**src/rtl/bpl_pkg.sv**
```systemverilog
package bpl_pkg;
  localparam int SEC_W = 4;
  localparam int SUB_W = 4;
  localparam int GRP_W = 3;
  localparam int CH_W  = 2;
  localparam int IDX_W = 3;

  typedef struct packed {
    logic             rst_stb;
    logic             tst_stb;
    logic             id_sel;
    logic             csr_sel;
    logic [IDX_W-1:0] csr_idx;
    logic             dac_sel;
    logic [GRP_W-1:0] grp;
    logic [CH_W-1:0]  ch;
  } bpl_dec_t;
endpackage

```
**src/rtl/bpl_rst_sync.sv**
```systemverilog
module bpl_rst_sync #(
  parameter int STAGES = 2
) (
  input  logic clk,
  input  logic rst_n,
  output logic rst_n_sync
);
  logic [STAGES-1:0] sync_q;
  logic [STAGES-1:0] sync_nxt;

  always_comb sync_nxt = {sync_q[STAGES-2:0], 1'b1};

  always_ff @(posedge clk or negedge rst_n) begin
    if (!rst_n) sync_q <= '0;
    else        sync_q <= sync_nxt;
  end

  assign rst_n_sync = sync_q[STAGES-1];
endmodule

```
**src/rtl/bpl_addr_dec.sv**
```systemverilog
module bpl_addr_dec
  import bpl_pkg::*;
#(
  parameter int ADDR_W        = 16,
  parameter int SLOT_W        = 5,
  parameter int N_DAC_GRP     = 7,
  parameter int N_CH          = 4,
  parameter int N_CSR         = 6,
  parameter int LOW_SUB_GRP   = 6,
  parameter int HIGH_SUB_BASE = 10
) (
  input  logic [ADDR_W-1:0] addr,
  input  logic [SLOT_W-1:0] slot,
  output bpl_dec_t          dec
);
  localparam int SLOT_LSB = SEC_W + SUB_W;
  localparam logic [SEC_W-1:0] SEC_CSR  = '1 - SEC_W'(1);
  localparam logic [SEC_W-1:0] SEC_LAST = SEC_W'(N_DAC_GRP);
  localparam logic [SEC_W-1:0] SEC_LOW  = SEC_W'(LOW_SUB_GRP);
  localparam logic [SUB_W-1:0] SUB_HIGH = SUB_W'(HIGH_SUB_BASE);
  localparam logic [SUB_W-1:0] CH_LIM   = SUB_W'(N_CH);
  localparam logic [SUB_W-1:0] CSR_LIM  = SUB_W'(N_CSR);

  logic [SEC_W-1:0] sec;
  logic [SUB_W-1:0] sub;
  logic [SUB_W-1:0] base;
  logic [SUB_W-1:0] off;
  logic             hit;

  assign sec  = addr[SUB_W +: SEC_W];
  assign sub  = addr[0 +: SUB_W];
  assign hit  = (addr[SLOT_LSB +: SLOT_W] == slot);
  assign base = (sec >= SEC_LOW) ? '0 : SUB_HIGH;
  assign off  = sub - base;

  always_comb begin
    dec = '0;
    if (hit) begin
      dec.rst_stb = (sec == '0) && (sub == '1);
      dec.id_sel  = (sec == '0) && (sub == '0);
      dec.tst_stb = (sec == '1) && (sub == '1);
      if ((sec == SEC_CSR) && (sub < CSR_LIM)) begin
        dec.csr_sel = 1'b1;
        dec.csr_idx = IDX_W'(sub);
      end
      if ((sec != '0) && (sec <= SEC_LAST) && (off < CH_LIM)) begin
        dec.dac_sel = 1'b1;
        dec.grp     = GRP_W'(sec - SEC_W'(1));
        dec.ch      = CH_W'(off);
      end
    end
  end
endmodule

```
**src/rtl/bpl_strobe_gen.sv**
```systemverilog
module bpl_strobe_gen
  import bpl_pkg::*;
#(
  parameter int N_DAC_GRP = 7,
  parameter int N_CH      = 4,
  parameter int CODE_W    = 12,
  parameter int DATA_W    = 16
) (
  input  logic                      clk,
  input  logic                      rst_n,
  input  logic                      wr_en,
  input  bpl_dec_t                  dec,
  input  logic [DATA_W-1:0]         wdata,
  output logic [N_DAC_GRP*N_CH-1:0] dac_stb,
  output logic [CODE_W-1:0]         dac_code,
  output logic                      mod_rst,
  output logic                      tst
);
  localparam int N_STB = N_DAC_GRP * N_CH;

  logic [N_STB-1:0]  stb_nxt;
  logic [CODE_W-1:0] code_nxt;
  logic              code_en;
  logic              rst_nxt;
  logic              tst_nxt;

  for (genvar g = 0; g < N_DAC_GRP; g++) begin : g_grp
    for (genvar c = 0; c < N_CH; c++) begin : g_ch
      assign stb_nxt[g*N_CH + c] = wr_en && dec.dac_sel &&
                                   (dec.grp == GRP_W'(g)) && (dec.ch == CH_W'(c));
    end
  end

  always_comb begin
    code_en  = wr_en && dec.dac_sel;
    code_nxt = code_en ? wdata[CODE_W-1:0] : dac_code;
    rst_nxt  = wr_en && dec.rst_stb;
    tst_nxt  = wr_en && dec.tst_stb;
  end

  always_ff @(posedge clk or negedge rst_n) begin
    if (!rst_n) begin
      dac_stb  <= '0;
      dac_code <= '0;
      mod_rst  <= 1'b0;
      tst      <= 1'b0;
    end else begin
      dac_stb  <= stb_nxt;
      dac_code <= code_nxt;
      mod_rst  <= rst_nxt;
      tst      <= tst_nxt;
    end
  end
endmodule

```
**src/rtl/bpl_csr_bank.sv**
```systemverilog
module bpl_csr_bank
  import bpl_pkg::*;
#(
  parameter int N_CSR  = 6,
  parameter int DATA_W = 16,
  parameter logic [N_CSR*DATA_W-1:0] PULSE_MASK = (N_CSR*DATA_W)'(16'h00F0)
) (
  input  logic                    clk,
  input  logic                    rst_n,
  input  logic                    wr_en,
  input  logic [IDX_W-1:0]        idx,
  input  logic [DATA_W-1:0]       wdata,
  input  logic                    clr,
  output logic [N_CSR*DATA_W-1:0] csr_flat,
  output logic [N_CSR*DATA_W-1:0] rd_flat
);
  for (genvar i = 0; i < N_CSR; i++) begin : g_csr
    localparam logic [DATA_W-1:0] PM = PULSE_MASK[i*DATA_W +: DATA_W];

    logic              wsel;
    logic [DATA_W-1:0] lat_q;
    logic [DATA_W-1:0] lat_nxt;
    logic [DATA_W-1:0] pls_q;
    logic [DATA_W-1:0] pls_nxt;

    always_comb begin
      wsel = wr_en && (idx == IDX_W'(i));
      if (clr)       lat_nxt = '0;
      else if (wsel) lat_nxt = wdata & ~PM;
      else           lat_nxt = lat_q;
      pls_nxt = wsel ? (wdata & PM) : '0;
    end

    always_ff @(posedge clk or negedge rst_n) begin
      if (!rst_n) begin
        lat_q <= '0;
        pls_q <= '0;
      end else begin
        lat_q <= lat_nxt;
        pls_q <= pls_nxt;
      end
    end

    assign csr_flat[i*DATA_W +: DATA_W] = lat_q | pls_q;
    assign rd_flat[i*DATA_W +: DATA_W]  = lat_q;
  end
endmodule

```
**src/rtl/bpl_slot_ctrl.sv**
```systemverilog
module bpl_slot_ctrl
  import bpl_pkg::*;
#(
  parameter int ADDR_W    = 16,
  parameter int DATA_W    = 16,
  parameter int SLOT_W    = 5,
  parameter int N_DAC_GRP = 7,
  parameter int N_CH      = 4,
  parameter int CODE_W    = 12,
  parameter int N_CSR     = 6,
  parameter logic [7:0] ID_SERIAL = 8'h5A,
  parameter logic [3:0] ID_REV    = 4'h3,
  parameter logic [3:0] ID_KIND   = 4'hC
) (
  input  logic                        clk,
  input  logic                        rst_n,
  input  logic [SLOT_W-1:0]           slot_id,
  input  logic [ADDR_W-1:0]           bus_addr,
  input  logic [DATA_W-1:0]           bus_wdata,
  input  logic                        bus_wr,
  input  logic                        bus_rd,
  output logic [N_DAC_GRP*N_CH-1:0]   dac_wr_stb,
  output logic [CODE_W-1:0]           dac_code,
  output logic                        mod_reset,
  output logic                        test_pulse,
  output logic [N_CSR*DATA_W-1:0]     csr_out,
  output logic [DATA_W-1:0]           rd_data
);
  localparam logic [DATA_W-1:0] ID_WORD = DATA_W'({ID_KIND, ID_REV, ID_SERIAL});

  logic                    rst_n_s;
  bpl_dec_t                dec;
  logic [N_CSR*DATA_W-1:0] csr_rd;
  logic [DATA_W-1:0]       rd_nxt;
  logic                    csr_wr;
  logic                    csr_clr;

  bpl_rst_sync #(.STAGES(2)) rst_sync_i (
    .clk(clk), .rst_n(rst_n), .rst_n_sync(rst_n_s)
  );

  bpl_addr_dec #(
    .ADDR_W(ADDR_W), .SLOT_W(SLOT_W), .N_DAC_GRP(N_DAC_GRP),
    .N_CH(N_CH), .N_CSR(N_CSR), .LOW_SUB_GRP(6), .HIGH_SUB_BASE(10)
  ) dec_i (
    .addr(bus_addr), .slot(slot_id), .dec(dec)
  );

  bpl_strobe_gen #(
    .N_DAC_GRP(N_DAC_GRP), .N_CH(N_CH), .CODE_W(CODE_W), .DATA_W(DATA_W)
  ) stb_i (
    .clk(clk), .rst_n(rst_n_s), .wr_en(bus_wr), .dec(dec), .wdata(bus_wdata),
    .dac_stb(dac_wr_stb), .dac_code(dac_code), .mod_rst(mod_reset), .tst(test_pulse)
  );

  assign csr_wr  = bus_wr && dec.csr_sel;
  assign csr_clr = bus_wr && dec.rst_stb;

  bpl_csr_bank #(.N_CSR(N_CSR), .DATA_W(DATA_W)) csr_i (
    .clk(clk), .rst_n(rst_n_s), .wr_en(csr_wr), .idx(dec.csr_idx),
    .wdata(bus_wdata), .clr(csr_clr), .csr_flat(csr_out), .rd_flat(csr_rd)
  );

  always_comb begin
    rd_nxt = '0;
    if (bus_rd) begin
      if (dec.id_sel)       rd_nxt = ID_WORD;
      else if (dec.csr_sel) rd_nxt = csr_rd[int'(dec.csr_idx)*DATA_W +: DATA_W];
    end
  end

  always_ff @(posedge clk or negedge rst_n_s) begin
    if (!rst_n_s) rd_data <= '0;
    else          rd_data <= rd_nxt;
  end
endmodule

```
**config.mk**
```make
export PLATFORM = sky130hd
export DESIGN_NAME = bpl_slot_ctrl
export DESIGN_NICKNAME = d
export VERILOG_FILES = /design/src/rtl/bpl_pkg.sv /design/src/rtl/bpl_rst_sync.sv /design/src/rtl/bpl_addr_dec.sv /design/src/rtl/bpl_strobe_gen.sv /design/src/rtl/bpl_csr_bank.sv /design/src/rtl/bpl_slot_ctrl.sv
export SDC_FILE = /design/constraint.sdc
export NUM_CORES = 1
export LEC_CHECK = 0
export ABC_AREA = 1
export BUFFER_PORTS_ARGS = -buffer_cell sky130_fd_sc_hd__buf_4
export CORE_MARGIN = 5
export CORE_UTILIZATION = 45
export DETAILED_ROUTE_END_ITERATION = 12
export PLACE_DENSITY = 0.69
export SETUP_SLACK_MARGIN = 0.05
export SLEW_MARGIN = 5
export SYNTH_ARGS = -nofsm -noshare
export SYNTH_HDL_FRONTEND = slang
export SYNTH_SLANG_ARGS = --single-unit
```
**constraint.sdc**
```tcl
create_clock -name clk -period 4.56 [get_ports clk]
set_input_delay 0 -clock clk [delete_from_list [all_inputs] [get_ports clk]]
set_output_delay 0 -clock clk [all_outputs]
set_load 0.01 [all_outputs]
```
==> results of run 1 <==
[worst min-delay path by stage]
stage / to / slack [ns] / cells after the start / start
floorplan: rst_sync_i.sync_q[0]$_DFF_PN0_ / -0.30 / 0 / rst_n
global placement: rst_sync_i.sync_q[0]$_DFF_PN0_ / -0.22 / 1 / rst_n
CTS: stb_i.dac_stb[18]$_DFF_PN0_ / 0.10 / 6 / bus_addr[6]
finish: stb_i.dac_stb[16]$_DFF_PN0_ / 0.11 / 6 / bus_addr[6]
global route: rd_data[7]$_DFF_PN0_ / 0.14 / 5 / bus_addr[1]
detailed placement: rst_sync_i.sync_q[0]$_DFF_PN0_ / -0.22 / 1 / rst_n
[metrics by stage]
stage | area (um2) | total power [W] | hold WS, ns | util
after floorplan | 7070 | 0.00153 | -0.296 | -
after global placement | 8630 | 0.00161 | -0.216 | 0.564
after detailed placement | 8630 | 0.00162 | -0.217 | 0.564
after CTS | 9500 | 0.00311 | 0.104 | 0.620
after global routing | 9500 | 0.00319 | 0.139 | 0.620
final | 9500 | 0.00309 | 0.113 | 0.620
[layer usage]
| metal | vias up | GRT usage |
|---|---|---|
| li1 | 3047 | - |
| met1 | 2967 | 0.297 |
| met2 | 248 | 0.375 |
| met3 | 39 | 0.0646 |
| met4 | 0 | 0.0991 |
| met5 | - | 0 |
[flip-flops by register name, indices dropped and copies added, names as in the netlist]
signal,count
stb_i.mod_rst,1
stb_i.tst,1
csr_i.g_csr.lat_q,92
csr_i.g_csr.pls_q,4
rd_data,16
rst_sync_i.sync_q,2
stb_i.dac_code,12
stb_i.dac_stb,28
[where the power goes]
| part | internal [W] | switching, W |
|---|---|---|
| sequential | 0.00140 | 0.0000176 |
| combinational | 0.0000749 | 0.000111 |
| clock | 0.000887 | 0.000598 |
[cell usage in the layout, fill, tap and decap left out, types with 2 or more instances in the layout]
master / n
sky130_fd_sc_hd__a21oi_1: 42
sky130_fd_sc_hd__buf_4: 194
sky130_fd_sc_hd__bufinv_16: 3
sky130_fd_sc_hd__clkbuf_16: 17
sky130_fd_sc_hd__clkinv_1: 2
sky130_fd_sc_hd__clkinv_4: 3
sky130_fd_sc_hd__clkinvlp_4: 3
sky130_fd_sc_hd__dfrtp_1: 155
sky130_fd_sc_hd__dlygate4sd3_1: 24
sky130_fd_sc_hd__ha_1: 6
sky130_fd_sc_hd__inv_1: 113
sky130_fd_sc_hd__inv_2: 4
sky130_fd_sc_hd__inv_6: 2
sky130_fd_sc_hd__inv_8: 2
sky130_fd_sc_hd__nand2_1: 242
sky130_fd_sc_hd__nand2_2: 6
sky130_fd_sc_hd__nand2_4: 4
sky130_fd_sc_hd__nand3_1: 31
sky130_fd_sc_hd__nand4_1: 12
sky130_fd_sc_hd__nor2_1: 57
sky130_fd_sc_hd__nor2_2: 4
sky130_fd_sc_hd__nor2_4: 4
sky130_fd_sc_hd__nor3_1: 2
sky130_fd_sc_hd__nor3_2: 2
sky130_fd_sc_hd__nor4_1: 3
sky130_fd_sc_hd__o21ai_0: 52
sky130_fd_sc_hd__o21ai_1: 48
sky130_fd_sc_hd__o21ai_2: 8
sky130_fd_sc_hd__xor2_1: 3
[repair_timing]
item,in CTS,in global routing
hold buffers,24,0
buffers inserted,0,0
hold endpoints to repair,47,0
[logic make-up (layout without fill, tap and decap cells)]
kind of cell	count (synthesis)	count (layout)	share of synthesized area
xor gates and xnor gates	4	4	0.00496
adders and majority gates	6	6	0.0106
other	1	1	0.000531
DFF	156	156	0.553
buffers and inverters	147	371	0.0891
AOI/OAI and AO/OA	151	151	0.112
and+or+nand+nor	371	371	0.231
[cells in the mapped netlist, drive strengths merged]
cell | instances | area [um2]
buf | 22 | 158
clkinv | 2 | 7.51
inv | 118 | 445
nand2 | 252 | 991
ha | 6 | 75.1
nand4 | 13 | 96.3
nand3 | 32 | 173
xor2 | 3 | 26.3
a21oi | 43 | 219
nor4 | 3 | 18.8
dfrtp | 156 | 3900
o21ai | 108 | 571
clkbuf | 5 | 18.8
conb | 1 | 3.75
xnor2 | 1 | 8.76
nor2 | 66 | 304
nor3 | 5 | 46.3
[layout make-up]
class,count,share of cell area
sequential,156,0.411
multi-input combinational,533,0.267
inverter,120,0.0477
clock buffer,18,0.0462
timing repair buffer,219,0.181
clock inverter,14,0.0194
tap,211,0.0278
==> flow_summary.ini, run 1 <==
[run_status]
status = complete, no violations

[floorplan]
die_x_um = 135
rows = 45
design.die.area_um2 = 18300
die_height_um = 135
design.portCount = 195
fp.coreArea_um2 = 15300
initial_standard_cell_utilization_of_the_core = 0.461

[critical_path]
critical_path.endpoint_type = flip-flop
gate_family_responsible_for_the_most_delay_along_the_worst_path = simple AND/OR/NAND/NOR gates
setup_slack_on_the_worst_flop_to_flop_path_ns = 3.22
cp-start-kind = input port
worst_path_max_delay_cell = sky130_fd_sc_hd__dlygate4sd3_1
crit_start = bus_addr[4]
timing.rr.start = rst_sync_i.sync_q[1]$_DFF_PN0_
worstSetupPathType = in2reg
arrival_ns = 3.52
endpoint = stb_i.dac_stb[14]$_DFF_PN0_
cp.buffers_inverters = 4
worst_ep_required_time_ns = 4.91
cp_max_fo = 26
crit_path_max_incr_delay_ns = 0.54
timing.critical_path.depth = 17
worstRegToRegCells = 1
crit_path_cell_trace = dlygate4sd3_1 -> buf_4 -> inv_1 -> ha_1 -> nor2_1 -> o21ai_1 -> inv_1 -> ha_1 -> ha_1 -> xor2_1 -> xor2_1 -> nand4_1 -> nor2_1 -> nand2_1 -> nor2_2 -> nand3_1 -> nor2_1
reg2reg_to = csr_i.g_csr[1].lat_q[4]$_DFFE_PN0P_

[run]
maxCapViolCount = 0

[pwr]
maximum_vdd_drop_mv = 0.265
leakagePower_nw = 4.99
power.density_cell_area_nw_per_um2 = 325

[timing]
final_cycle_utilization_of_the_critical_path = 0.696
maxSlewViolCount = 0
rsz0062_at_grt = false
final.setup.tns_ns = 0
report.final.setup_viol = 0
period_needed_ns = 3.17
fin_ws_ns = 1.39
slew_headroom = 0.478
worst_pin_slew_ns = 0.782
final-hold-violation-count = 0
max_freq_mhz = 315
clock_skew_ns = 0.0157

[clock_tree]
cts_sinks = 156
clk_latency_ns = 0.43
tritoncts = done
clkTransAtPathRegs_ns = 0.06
cts_resized = 0
number_of_h_tree_branching_levels = 4
cts.path.max_buffers = 2
clk_root_buffer_cell = sky130_fd_sc_hd__clkbuf_16
cts_buffers = 17

[placement]
dp.final_hpwl_um = 15100
place.detailed.instances = 1215
dp_slack_ns = 1.54
gpl_congestion = 0.833
io_buffer_count = 191

[routing]
route.detailed.drc = 0
post_drt_via_cell_ratio = 4.96
routed_wl_um = 20900
met2WireLength_um = 9950
detailedRoute.firstIterationViolations = 443
ant_nets = 0
met3_wirelength_um = 1710
top_signal_layer_used = met4
drt_pre_antenna_iters = 5
drt-met1-wl_um = 8600
vias = 6301
wl_per_cell_um = 16.4

[synthesis]
syn_nets = 883
syn_area_um2 = 7070
synth_cell_type_count = 34
ys.warnings.count = 0
ys_seq_elements = 156
netlist_instances = 836
syn_area_per_cell_um2 = 8.45
yosysSeqAreaShare = 0.553

[global_route]
final_global_route_overflow_total = 0
grt_usage = 0.233
global_route_wire_length_before_repair_um = 32900
maximum_number_of_pins_on_one_net_before_global_route_repair = 106
via_count_of_the_first_global_routing_pass = 6219
antenna_found_initial = 0

[final_layout]
final_layout_size_suffix_gt1_frac = 0.251
antenna_cells = 0
design.final.nets = 1094
multi_input_area_um2 = 2530
area_growth_pct = 34.4
fillerInstances = 1430
layoutNonFillerInstCount = 1271
register_area_um2 = 3910

[worst_hold_path]
worstHoldPathType = in2reg
Power figures use the tool's default switching activity.
==> run 2: changes to the inputs <==
clock period = 2.9 ns   (was 4.56 ns; I/O delays follow)
==> flow_summary.ini, run 2 (synthesis gave the netlist of run 1 again) <==
[clock_tree]
clk_root_buffer_cell = sky130_fd_sc_hd__clkbuf_16
clk_latency_ns = 0.43
cts.path.max_buffers = 2
number_of_h_tree_branching_levels = 4
cts_sinks = 156
clkTransAtPathRegs_ns = 0.06
cts_buffers = 17
tritoncts = done

[routing]
detailedRoute.firstIterationViolations = 506
vias = 6332
post_drt_via_cell_ratio = 4.97
wl_per_cell_um = 16.6
ant_nets = 0
route.detailed.drc = 0
drt_pre_antenna_iters = 5
routed_wl_um = 21100

[final_layout]
final_layout_size_suffix_gt1_frac = 0.259
largest_register_ffs = 92
area_growth_pct = 34.3
fillerInstances = 1359
layout_common_cells = 242 x sky130_fd_sc_hd__nand2_1, 198 x sky130_fd_sc_hd__buf_4, 155 x sky130_fd_sc_hd__dfrtp_1
antenna_cells = 0
mostFrequentLayoutCell = sky130_fd_sc_hd__nand2_1
top_regs = csr_i.g_csr.lat_q (92), stb_i.dac_stb (28), rd_data (16)
layoutNonFillerInstCount = 1275
design.final.nets = 1098
multi_input_area_um2 = 2550
register_area_um2 = 3910
register_containing_the_most_flip_flops_in_the_final_layout = csr_i.g_csr.lat_q

[floorplan]
design.die.area_um2 = 18300
design.portCount = 195
fp.coreArea_um2 = 15300
rows = 45
die_x_um = 135
die_height_um = 135
initial_standard_cell_utilization_of_the_core = 0.461

[timing]
rsz0062_at_grt = true
final.setup.tns_ns = 0
final-hold-violation-count = 0
fin_ws_ns = 0.185
worst_pin_slew_ns = 0.699
slew_headroom = 0.531
clock_skew_ns = 0.00773
maxSlewViolCount = 0
final_cycle_utilization_of_the_critical_path = 0.936
max_freq_mhz = 368
period_needed_ns = 2.71
report.final.setup_viol = 0

[global_route]
via_count_of_the_first_global_routing_pass = 6390
grt_usage = 0.236
antenna_found_initial = 0
global_route_wire_length_before_repair_um = 33700
final_global_route_overflow_total = 0
maximum_number_of_pins_on_one_net_before_global_route_repair = 79

[critical_path]
critical_path.endpoint_type = flip-flop
worst_ep_required_time_ns = 3.24
worstSetupPathType = in2reg
cp_max_fo = 7
cp-start-kind = input port
arrival_ns = 3.06

[placement]
io_buffer_count = 191
dp.final_hpwl_um = 15100
place.detailed.instances = 1220
dp_slack_ns = 0.351
gpl_congestion = 0.862

[pwr]
intPower_w = 0.00352
fraction_of_power_consumed_by_combinational_cells = 0.064
share_seq_of_total_power = 0.476
leakagePower_nw = 4.98
power.density_cell_area_nw_per_um2 = 492
maximum_vdd_drop_mv = 0.358
power_frac_clock = 0.459
swShare = 0.248
power.net_switching_w = 0.00116

[run_status]
status = complete, no violations

[run]
maxCapViolCount = 0

[worst_hold_path]
worstHoldPathType = in2reg
## run 2: changes by cell type in the layout (fill, tap and decap cells not counted), moves of 2 or more
cell and delta:
sky130_fd_sc_hd__buf_4 +4, sky130_fd_sc_hd__inv_6 +4, sky130_fd_sc_hd__clkinv_4 -3, sky130_fd_sc_hd__bufinv_16 -2, sky130_fd_sc_hd__clkinv_2 +2, sky130_fd_sc_hd__nor2_1 -2
sky130_fd_sc_hd__nor3_1 -2, sky130_fd_sc_hd__nor3_2 +2
## run 2: metrics by stage
stage                     power, W  cell area [um2]  hold slack [ns]   util
after CTS                  0.00470             9470          0.00861  0.618
after detailed placement   0.00254             8670           -0.216  0.566
after global routing       0.00483             9490           0.0389  0.620
after global placement     0.00254             8670           -0.215  0.566
final                      0.00467             9490           0.0259  0.620
after floorplan            0.00240             7070           -0.296      -
## run 2: layout make-up
class | count | area share
sequential | 156 | 0.412
timing repair buffer | 223 | 0.184
inverter | 120 | 0.0477
clock inverter | 15 | 0.0146
tap | 211 | 0.0278
multi-input combinational | 533 | 0.269
clock buffer | 17 | 0.0448
## run 2: critical path, cell delays in order
cell,delay (ns)
sky130_fd_sc_hd__dlygate4sd3_1,0.56
sky130_fd_sc_hd__buf_4,0.16
sky130_fd_sc_hd__inv_1,0.14
sky130_fd_sc_hd__ha_2,0.24
sky130_fd_sc_hd__nor2_1,0.05
sky130_fd_sc_hd__o21ai_1,0.18
sky130_fd_sc_hd__inv_1,0.07
sky130_fd_sc_hd__ha_1,0.18
sky130_fd_sc_hd__ha_1,0.18
sky130_fd_sc_hd__xor2_1,0.17
sky130_fd_sc_hd__xor2_1,0.17
sky130_fd_sc_hd__nand4_1,0.12
sky130_fd_sc_hd__nor2_2,0.17
sky130_fd_sc_hd__inv_1,0.14
sky130_fd_sc_hd__nor2_1,0.14
sky130_fd_sc_hd__nand2_1,0.20
sky130_fd_sc_hd__nor2_1,0.19
## run 2: layer usage
layer | track usage | vias to the layer above | wire [um]
li1 | - | 3061 | -
met1 | 0.307 | 2962 | 8720
met2 | 0.378 | 265 | 10100
met3 | 0.0721 | 44 | 1820
met4 | 0.0812 | 0 | 473
met5 | 0 | - | 0
## run 2: timing repair
item	4_1_cts	5_1_grt
hold endpoints to repair	47	0
resized for setup	0	7
buffers inserted	0	0
hold buffers	23	0
endpoints found under the setup margin	0	40
## run 2: power by group through the flow
stage                     Combinational (W)  Sequential, W  Clock, W
after floorplan                    0.000107        0.00229         0
after global placement             0.000273        0.00227         0
after detailed placement           0.000277        0.00227         0
after CTS                          0.000301        0.00223   0.00217
after global routing               0.000335        0.00223   0.00227
final                              0.000301        0.00223   0.00215
## run 2: worst paths after layout
path / start / end / slack, ns / cells after the start
worst max-delay path: bus_addr[4] / stb_i.dac_stb[7]$_DFF_PN0_ / 0.19 / 17
worst min-delay path: bus_addr[2] / csr_i.g_csr[1].lat_q[4]$_DFFE_PN0P_ / 0.03 / 4
worst max register to register: rst_sync_i.sync_q[1]$_DFF_PN0_ / csr_i.g_csr[4].lat_q[1]$_DFFE_PN0P_ / 1.67 / 1
worst min register to register: rst_sync_i.sync_q[1]$_DFF_PN0_ / csr_i.g_csr[2].lat_q[11]$_DFFE_PN0P_ / 0.30 / 0
max in group asynchronous: rst_sync_i.sync_q[1]$_DFF_PN0_ / csr_i.g_csr[4].lat_q[1]$_DFFE_PN0P_ / 1.67 / 1
min in group asynchronous: rst_sync_i.sync_q[1]$_DFF_PN0_ / csr_i.g_csr[2].lat_q[11]$_DFFE_PN0P_ / 0.30 / 0
